## src/rtl/lsync_pkg.sv

```systemverilog
package lsync_pkg;
  localparam int unsigned LEN_W = 12;
  localparam int unsigned WID_W = 8;
endpackage

```

## src/rtl/lsync_pix_cnt.sv

```systemverilog
module lsync_pix_cnt #(
  parameter int unsigned LEN_W = lsync_pkg::LEN_W
) (
  input  logic             clk_i,
  input  logic             rst_ni,
  input  logic             line_start_i,
  output logic [LEN_W-1:0] pix_o,
  output logic             seen_o
);
  localparam logic [LEN_W-1:0] CNT_MAX = '1;

  logic [LEN_W-1:0] cnt_q;
  logic             seen_q;

  // pixel index of the current cycle
  assign pix_o  = line_start_i ? '0 : cnt_q;
  assign seen_o = seen_q | line_start_i;

  always_ff @(posedge clk_i or negedge rst_ni) begin
    if (!rst_ni) begin
      cnt_q  <= '0;
      seen_q <= 1'b0;
    end else begin
      if (line_start_i) seen_q <= 1'b1;
      cnt_q <= (pix_o == CNT_MAX) ? CNT_MAX : pix_o + LEN_W'(1);
    end
  end

  // a missing strobe parks the counter, never wraps into a new pulse
  a_r8_cnt_saturates: assert property (@(posedge clk_i) disable iff (!rst_ni)
    (!line_start_i && cnt_q == CNT_MAX) |=> (cnt_q == CNT_MAX));

  // nothing counted as seen before the first strobe
  a_r1_seen_sticky: assert property (@(posedge clk_i) disable iff (!rst_ni)
    seen_q |=> seen_q);
endmodule

```

## src/rtl/lsync_cfg.sv

```systemverilog
module lsync_cfg #(
  parameter int unsigned LEN_W = lsync_pkg::LEN_W,
  parameter int unsigned WID_W = lsync_pkg::WID_W
) (
  input  logic             clk_i,
  input  logic             rst_ni,
  input  logic             line_start_i,
  input  logic [LEN_W-1:0] len_i,
  input  logic [WID_W-1:0] width_i,
  input  logic             pol_i,
  output logic [LEN_W-1:0] len_n_o,
  output logic [WID_W-1:0] wid_n_o,
  output logic             pol_n_o,
  output logic [WID_W-1:0] wid_o,
  output logic             pol_o
);
  logic [LEN_W-1:0] len_q;
  logic [WID_W-1:0] wid_q;
  logic             pol_q;
  logic [LEN_W-1:0] w_ext;
  logic [LEN_W-1:0] len_m1;
  logic [WID_W-1:0] w_clamp;

  assign w_ext  = LEN_W'(width_i);
  assign len_m1 = len_i - LEN_W'(1);

  always_comb begin
    if (len_i == '0)          w_clamp = '0;
    else if (w_ext >= len_i)  w_clamp = WID_W'(len_m1);
    else                      w_clamp = width_i;
  end

  // values in force for the cycle after this edge
  assign len_n_o = line_start_i ? len_i   : len_q;
  assign wid_n_o = line_start_i ? w_clamp : wid_q;
  assign pol_n_o = line_start_i ? pol_i   : pol_q;
  assign wid_o   = wid_q;
  assign pol_o   = pol_q;

  always_ff @(posedge clk_i or negedge rst_ni) begin
    if (!rst_ni) begin
      len_q <= '0;
      wid_q <= '0;
      pol_q <= 1'b1;
    end else if (line_start_i) begin
      len_q <= len_i;
      wid_q <= w_clamp;
      pol_q <= pol_i;
    end
  end

  a_r6_width_below_len: assert property (@(posedge clk_i) disable iff (!rst_ni)
    (wid_q == '0) || (LEN_W'(wid_q) < len_q));

  a_r7_hold_off_strobe: assert property (@(posedge clk_i) disable iff (!rst_ni)
    !line_start_i |=> ($stable(wid_q) && $stable(len_q) && $stable(pol_q)));
endmodule

```

## src/rtl/lsync_window.sv

```systemverilog
module lsync_window #(
  parameter int unsigned LEN_W = lsync_pkg::LEN_W,
  parameter int unsigned WID_W = lsync_pkg::WID_W
) (
  input  logic [LEN_W-1:0] pix_i,
  input  logic [LEN_W-1:0] len_i,
  input  logic [WID_W-1:0] wid_i,
  input  logic             seen_i,
  output logic             act_o
);
  logic [LEN_W:0] nxt;
  logic [LEN_W:0] start;
  logic [LEN_W:0] len_x;

  // decide for the following pixel so the output flop lands on time
  assign nxt   = {1'b0, pix_i} + (LEN_W+1)'(1);
  assign len_x = {1'b0, len_i};
  assign start = len_x - (LEN_W+1)'(wid_i);
  assign act_o = seen_i && (wid_i != '0) && (nxt >= start) && (nxt < len_x);
endmodule

```

## src/rtl/line_sync_gen.sv

```systemverilog
module line_sync_gen #(
  parameter int unsigned LEN_W = lsync_pkg::LEN_W,
  parameter int unsigned WID_W = lsync_pkg::WID_W
) (
  input  logic             clk_i,
  input  logic             rst_ni,
  input  logic             line_start_i,
  input  logic [LEN_W-1:0] line_len_i,
  input  logic [WID_W-1:0] width_i,
  input  logic             pol_i,
  output logic             sync_o
);
  logic [LEN_W-1:0] pix;
  logic             seen_n;
  logic [LEN_W-1:0] len_n;
  logic [WID_W-1:0] wid_n;
  logic             pol_n;
  logic [WID_W-1:0] wid_q;
  logic             pol_q;
  logic             act_n;
  logic             act_q;
  logic             sync_q;
  logic [WID_W:0]   run_q;

  lsync_pix_cnt #(.LEN_W(LEN_W)) u_cnt (
    .clk_i(clk_i), .rst_ni(rst_ni), .line_start_i(line_start_i),
    .pix_o(pix), .seen_o(seen_n)
  );

  lsync_cfg #(.LEN_W(LEN_W), .WID_W(WID_W)) u_cfg (
    .clk_i(clk_i), .rst_ni(rst_ni), .line_start_i(line_start_i),
    .len_i(line_len_i), .width_i(width_i), .pol_i(pol_i),
    .len_n_o(len_n), .wid_n_o(wid_n), .pol_n_o(pol_n),
    .wid_o(wid_q), .pol_o(pol_q)
  );

  lsync_window #(.LEN_W(LEN_W), .WID_W(WID_W)) u_win (
    .pix_i(pix), .len_i(len_n), .wid_i(wid_n), .seen_i(seen_n), .act_o(act_n)
  );

  always_ff @(posedge clk_i or negedge rst_ni) begin
    if (!rst_ni) begin
      act_q  <= 1'b0;
      sync_q <= 1'b0;
    end else begin
      act_q  <= act_n;
      sync_q <= act_n ? pol_n : ~pol_n;
    end
  end

  assign sync_o = sync_q;

  // length of the pulse just ended, for checking only
  always_ff @(posedge clk_i or negedge rst_ni) begin
    if (!rst_ni)    run_q <= '0;
    else if (act_q) run_q <= run_q + (WID_W+1)'(1);
    else            run_q <= '0;
  end

  // assumes strobes no closer than the line length
  a_r2_idle_at_pixel0: assert property (@(posedge clk_i) disable iff (!rst_ni)
    line_start_i |-> !act_q);

  a_r3_pulse_width: assert property (@(posedge clk_i) disable iff (!rst_ni)
    $fell(act_q) |-> (run_q == (WID_W+1)'(wid_q)));

  a_r4_level_matches_pol: assert property (@(posedge clk_i) disable iff (!rst_ni)
    act_q |-> (sync_o == pol_q));

  a_r5_zero_width_quiet: assert property (@(posedge clk_i) disable iff (!rst_ni)
    (wid_q == '0 && !line_start_i) |=> !act_q);
endmodule

```

## config.mk

```make
export PLATFORM = sky130hd
export DESIGN_NAME = line_sync_gen
export DESIGN_NICKNAME = d
export VERILOG_FILES = /design/src/rtl/lsync_pkg.sv /design/src/rtl/lsync_pix_cnt.sv /design/src/rtl/lsync_cfg.sv /design/src/rtl/lsync_window.sv /design/src/rtl/line_sync_gen.sv
export SDC_FILE = /design/constraint.sdc
export NUM_CORES = 1
export LEC_CHECK = 0
export ABC_CLOCK_PERIOD_IN_PS = 5200
export BUFFER_PORTS_ARGS = -buffer_cell sky130_fd_sc_hd__buf_4
export CAP_MARGIN = 25
export CORE_ASPECT_RATIO = 1.75
export CORE_UTILIZATION = 60
export CTS_CLUSTER_SIZE = 28
export DETAILED_ROUTE_END_ITERATION = 10
export PLACE_DENSITY_LB_ADDON = 0.15
export SLEW_MARGIN = 5
export SYNTH_ARGS = -nofsm -noshare
export SYNTH_HDL_FRONTEND = slang
export SYNTH_SLANG_ARGS = --single-unit
```

## constraint.sdc

```tcl
create_clock -name clk_i -period 5.2 [get_ports clk_i]
set_input_delay 0.78 -clock clk_i [delete_from_list [all_inputs] [get_ports clk_i]]
set_output_delay 0.78 -clock clk_i [all_outputs]
set_load 0.01 [all_outputs]
```

# == Word level (Yosys, flattened, before mapping) ==
# Cells that the tools add are included.
# word_totals
out_inout_bits,1
ff_bits,35
word_cells,29
inputBits,24
# op_classes
addsub,4
muxes,8
n_bitwise,2
n_eq_ne,1
order_cmp,3
reduce_logical,5
# ops
operator,n
$mux W12,3
$mux W8,3
$add A12 B1 Y13 const B,1
$ge A13 B13 Y1,1
$lt A13 B12 Y1,1
$sub A12 B8 Y13,1
$add A12 B1 Y12 const B,1
$eq A12 B12 Y1 const B,1
$ge A8 B12 Y1,1
$logic_not A12 Y1,1
$reduce_bool A8 Y1,1
$sub A8 B1 Y8 const B,1
$logic_and A1 B1 Y1,3
$mux W1,2
$not A1 Y1,1
$or A1 B1 Y1,1

# == Depth between registers and ports, before layout ==
# depth
ltp_word,9
mapped_depth,27
depth_no_buf,27

# == Modules after synthesis ==
# Synthesis repeated with hierarchy kept, for this count alone.
# unflattened
hier_cells,355
area_unflattened_um2,3334.4
# by_module_without_submodules
mod,cells_per_inst,seq_area_each_um2,instances,area_each_um2
lsync_cfg,113,526.8,1,1291.2
lsync_window,169,0.0,1,1286.2
lsync_pix_cnt,71,325.3,1,723.2
line_sync_gen,2,25.0,1,33.8

# == Worst setup path before layout ==
# No wires, ideal clock.
# synth_timing
path_kind,in2reg
startpoint,input line_len_i[2]
endpoint,register sync_q (netlist: sync_o)
stages,26
required_ns,5.120
arrival_time_ns,4.973
path_slack_ns,0.147
n_path_buf,0
setup_ns,0.080
cell_sequence,inv_1 -> ha_1 -> o21a_1 -> o2111ai_1 -> a211oi_4 -> nor2_1 -> o21ai_1 -> a22o_1 -> ha_1 -> fa_1 -> nor2b_1 -> o21ai_0 -> a21oi_1 -> o21ai_1 -> a21boi_0 -> o21ai_1 -> nor2b_1 -> xnor2_1 -> ha_1 -> o21ai_0 -> a21oi_1 -> o21ai_0 -> o211ai_1 -> o2111ai_1 -> a41oi_1 -> xnor2_1
# synth_between
elab_chain_len,9
word_cells_on_any_way,15
classes_between,2 x add/sub; 3 x order compare; 5 x mux; 5 x reduce/logical
# synth_rtl
item,line_no,source
from (decl),line_sync_gen.sv:8,"input logic [LEN_W-1:0] line_len_i,"
$ge A8 B12 Y1,lsync_cfg.sv:29,else if (w_ext >= len_i) w_clamp = WID_W'(len_m1);
$mux W8,lsync_cfg.sv:29,
$mux W8 *,lsync_cfg.sv:28,if (len_i == '0) w_clamp = '0;
$mux W8 *,lsync_cfg.sv:35,assign wid_n_o = line_start_i ? w_clamp : wid_q;
net u_cfg.wid_n_o[0],lsync_cfg.sv:12,"output logic [WID_W-1:0] wid_n_o,"
$sub A12 B8 Y13 / $reduce_bool A8 Y1 (equally long branches),"lsync_window.sv:18, lsync_window.sv:19",
$ge A13 B13 Y1 / $logic_and A1 B1 Y1 (equally long branches),lsync_window.sv:19,assign act_o = seen_i && (wid_i != '0) && (nxt >= start) && (nxt < len_x);
$logic_and A1 B1 Y1 * (2 in series),lsync_window.sv:19,
$mux W1 *,line_sync_gen.sv:47,sync_q <= act_n ? pol_n : ~pol_n;
to (signal assigned),line_sync_gen.sv:47,
to (decl),line_sync_gen.sv:22,logic sync_q;
# The timed path passes the listed nets; every way through them passes the cells marked *.
# A chain may end at the register's enable or synchronous reset.

# == Worst setup path after layout ==
# layout_timing
startpoint,input line_len_i[5]
endpoint,register sync_q (netlist: sync_o)
# Same word-level chain as after synthesis.

==> results <==
- The initialized floorplan defines 33 standard-cell rows.
- The arrival time at the worst endpoint is 5.13 ns.
- The ratio of cells with drive above 1 in the final layout is 0.2500.
- The launching instance or port of the critical path is line_len_i[5].
- The y dimension of the die is 94.51 µm.
- The detailed router's first-iteration violation count is 50.
- Dividing the final minimum period by the clock period gives 0.9453.
- The Yosys step of the flow raised 0 warnings.
- The first detailed-routing pass took 4 iterations.
- The class of the most critical hold timing path is input pin to async pin.
- The multiplexer fraction of the synthesized cell area is 0.04136.
- The synthesized area per cell is 8.945 µm².
- The adder and majority cell fraction of the synthesized area is 0.1902.
- The relative area change from synthesis to final layout is 23.28%.
- The peak per-stage delay on the critical path is 0.39 ns.
- The run finished with clean final reports.
- The footprint of the flip-flops and latches is 877.1 µm².
- Ranked by total cell area, the synthesized netlist is headed by dfrtp_1 (29%), ha_1 (18%), inv_1 (4.9%).
- Total power for the finished layout comes to 0.8682 mW.
- Of the total synthesized cell area, the portion taken by XOR and XNOR cells is 0.07761.
- The routed metal-1 wirelength is 2672 µm.
- In this run, synthesis inferred 0 flip-flops with an integrated enable.
- The detailed router used layers up to and including met4.
- After legalization and detailed placement, the total HPWL measured 6005 µm.
- The number of failing setup endpoints in the final timing report is 0.
- The largest total area in the synthesized netlist belongs to dfrtp_1.
- TritonCTS created 5 clock buffers.
- The wire length of the first global-routing pass is 11470 µm.
- The average vias per placed instance is 6.002.
- Of the post-synthesis cell area, the dominant cell type holds 0.2900.
- The worst reg2reg path depth is 21.
- Synthesis produced a netlist with a net count of 396.
- The total number of nets in the final design is 451.
- The library cell appearing most often on the critical path is o21ai_1.
- STA classifies the critical path endpoint as a register.
- In this run the cell area of the synthesized design comes to 2934 µm².
- The worst setup path is launched from an input pin.
- The clock tree from TritonCTS is built.
- After clock tree synthesis, the clock-pin slew on the worst setup and hold paths is 0.07 ns.
- The normalized max-slew margin is 0.6495.
- The setup skew after layout is 0.004811 ns.
- The number of global-route vias before repair is 2716.
- The source of the worst register-to-register timing path is u_cfg.len_q[0].
- The total length of routed met2 wires is 4316 µm.
- The cell family contributing the most delay on the critical path is compound AO/OA/AOI/OAI gates.
- Entering global routing, the biggest net connects 36 pins.
- The top achievable clock speed is 203.4 MHz.
- For this block, the via count after detailed routing is 2617.
- At the end of routability-driven placement, the weighted congestion stood at 0.9581.
- After detailed routing, the number of remaining DRC violations is 0.
- After filler insertion, the fill cell instance count of the layout stands at 331.
- The clock reaches the later pin of the worst-skew pair after 0.29 ns.
- Subtracting the final worst setup slack from the clock period gives 4.915 ns.
- The met3 wire length is 178 µm.
- The basic-gate share of the synthesized area counting and, or, nand and nor cells is 0.1684.
- The average detailed-routed wire length per instance is 17.62 µm.
- The most frequently used cell type in the post-synthesis netlist is ha_1.
- The number of max-cap violations is 0.
- The flip-flop and latch count after synthesis is 35.
- The slew at the pin closest to its max-slew limit is 0.5111 ns.
- The count of final max-slew check failures came to 0.
- The core region is 4707 µm².
- For this block, the routed nets add up to 7681 µm of wire.
- The initial antenna violation count was 0.
- The fraction of the yosys area taken by sequential cells is 0.2989.
- The worst-path maximum fanout is 6.
- The final standard cell count with taps included and fillers excluded is 436.
- For this run, the leading register cell type out of synthesis is dfrtp_1.
- The antenna violation net count after detailed routing is 0.
- The multi-input combinational cell area is 1994 µm².
- The critical path runs through a total of 27 cells.
- The tree built by TritonCTS fans out to 35 sinks.
- Counting distinct cell types in the post-synthesis netlist gives 47.
- After detailed placement, the design holds a cell count of 422.
- The largest family of logic cells by synthesized area is adder cells.
- The count of buffer and inverter cells on the critical path is 2.
- The synthesized-area fraction occupied by ao, oa, aoi and oai cells is 0.1633.
- The global-route congestion overflow total is 0.
- The number of top-level design ports is 25.
- The worst-case vdd ir drop is 0.2607 mV.
- In this run the horizontal extent of the chip is 54.86 µm.
- CTS placed an instance of clkbuf_8 at the clock tree root.
- 0 antenna diodes ended up in the layout.
- The final number of hold-violating endpoints is 0.
- Counting every instance in the synthesized netlist gives 328.
- The clock passes through at most 2 buffers.
- For this design the ratio of total power to cell area is 240.0 nW/µm².
- The share of flip-flops with an asynchronous set or reset after synthesis is 1.000.
- The die covers 5185 µm².
- By count the netlist is led by ha_1 (43), inv_1 (38), dfrtp_1 (34).
- The starting density of the core is 0.6233.
- The total routing resource utilization after global routing is 0.3182.
- The leakage power summed over all cells is 1.804 nW.
- After clock tree synthesis, the flow added hold-fix buffers numbering 0.
- The highest-delay cell along the critical path is fa_2.
- STA puts the critical path data required time at 5.42 ns.
- The H-tree was split into 2 levels.
- The classification of the worst setup path is input pin to register.
- In this run the tool buffered the top-level ports with 24 buffer cells.
-- final timing paths --
kind | end | slack (ns)
max in group asynchronous | u_cfg.pol_o | 4.42
min in group clk_i | u_cnt.seen_q | 0.46
worst max-delay path | sync_o | 0.28
worst min-delay path | u_cfg.len_q[0] | 0.44
worst max register to register | sync_o | 1.48
worst min register to register | u_cnt.seen_q | 0.46
-- flip-flops by register name, indices dropped and copies added, names as in the netlist --
name,count
u_cfg.len_q,12
u_cnt.cnt_q,12
u_cfg.wid_o,8
sync_o,1
u_cfg.pol_o,1
u_cnt.seen_q,1
-- worst register-to-register path, stage by stage (launching register included) --
cell and delay (ns):
dfrtp_1 0.36, nor2b_1 0.14, a21oi_1 0.23, ha_2 0.25, fa_2 0.24, nor2b_4 0.05
o21ai_2 0.16, a21oi_2 0.09, o21ai_2 0.15, a21boi_1 0.08, o21ai_1 0.19, buf_4 0.14
nand3_1 0.07, xnor2_1 0.16, ha_1 0.31, nand4_1 0.13, a21oi_1 0.13, o21ai_0 0.09
o211ai_1 0.21, o2111ai_2 0.14, a41oi_2 0.19, xnor2_1 0.13
-- what timing repair did --
| action | in CTS | in global routing |
|---|---|---|
| gates resized for setup | 0 | 28 |
| endpoints found under the setup margin | 0 | 1 |
| buffers inserted | 0 | 7 |
| hold endpoints to repair | 0 | 0 |
-- placed cells by master (no fill, tap or decap), drive strengths merged, types with 2 or more instances in the layout --
cell type  Yosys  routed
a211o          3       3
a21boi         3       3
a21o           6       6
a21oi         17      17
buf            1      54
clkbuf         5       6
dfrtp         34      34
ha            43      43
inv           41      41
mux2i         11      11
nand2         18      18
nand2b         5       5
nand3         10      10
nand4          5       5
nor2          22      22
nor2b         10      10
nor3          11      11
nor3b          2       2
nor4           5       5
o2111ai        3       3
o21a           3       3
o21ai         24      24
o32ai          3       3
xnor2         16      16
xor2          10      10
-- power breakdown --
group	leakage [nW]	internal, mW	switching (mW)	total, mW
combinational	1.31	0.147	0.169	0.316
clock	0.0612	0.155	0.0952	0.250
sequential	0.431	0.293	0.00905	0.302
-- final cells by class --
class | count | share of cell area
multi-input cells | 246 | 0.5514
flip-flops and latches | 35 | 0.2425
repair buffers | 54 | 0.1131
inverters | 41 | 0.04255
clock buffers | 6 | 0.02283
well taps | 52 | 0.01799
clock inverters | 2 | 0.009685
-- stage by stage --
step | setup slack, ns | utilization | setup TNS (ns) | area, µm² | hold WS (ns)
detailed placement | -0.1819 | 0.7089 | -0.1819 | 3337 | 0.4483
global placement | -0.04139 | 0.7089 | -0.04139 | 3337 | 0.4490
floorplan | 0.1469 | - | 0 | 2934 | 0.4186
global route | -0.1171 | 0.7685 | -0.1171 | 3617 | 0.4667
finish | 0.2847 | 0.7685 | 0 | 3617 | 0.4371
CTS | 0.02210 | 0.7339 | 0 | 3455 | 0.4447
-- cell families after synthesis --
group           Yosys count
compound gates           70
xor+xnor                 26
fa+ha+maj                44
buf+inv                  47
flops                    35
mux                      12
simple gates             94
-- routing by layer --
metal / up-vias / track usage
li1: 1261 / -
met1: 1242 / 0.2782
met2: 76 / 0.5994
met3: 38 / 0.03382
met4: 0 / 0.2372
met5: - / 0
Power figures use the tool's default switching activity.
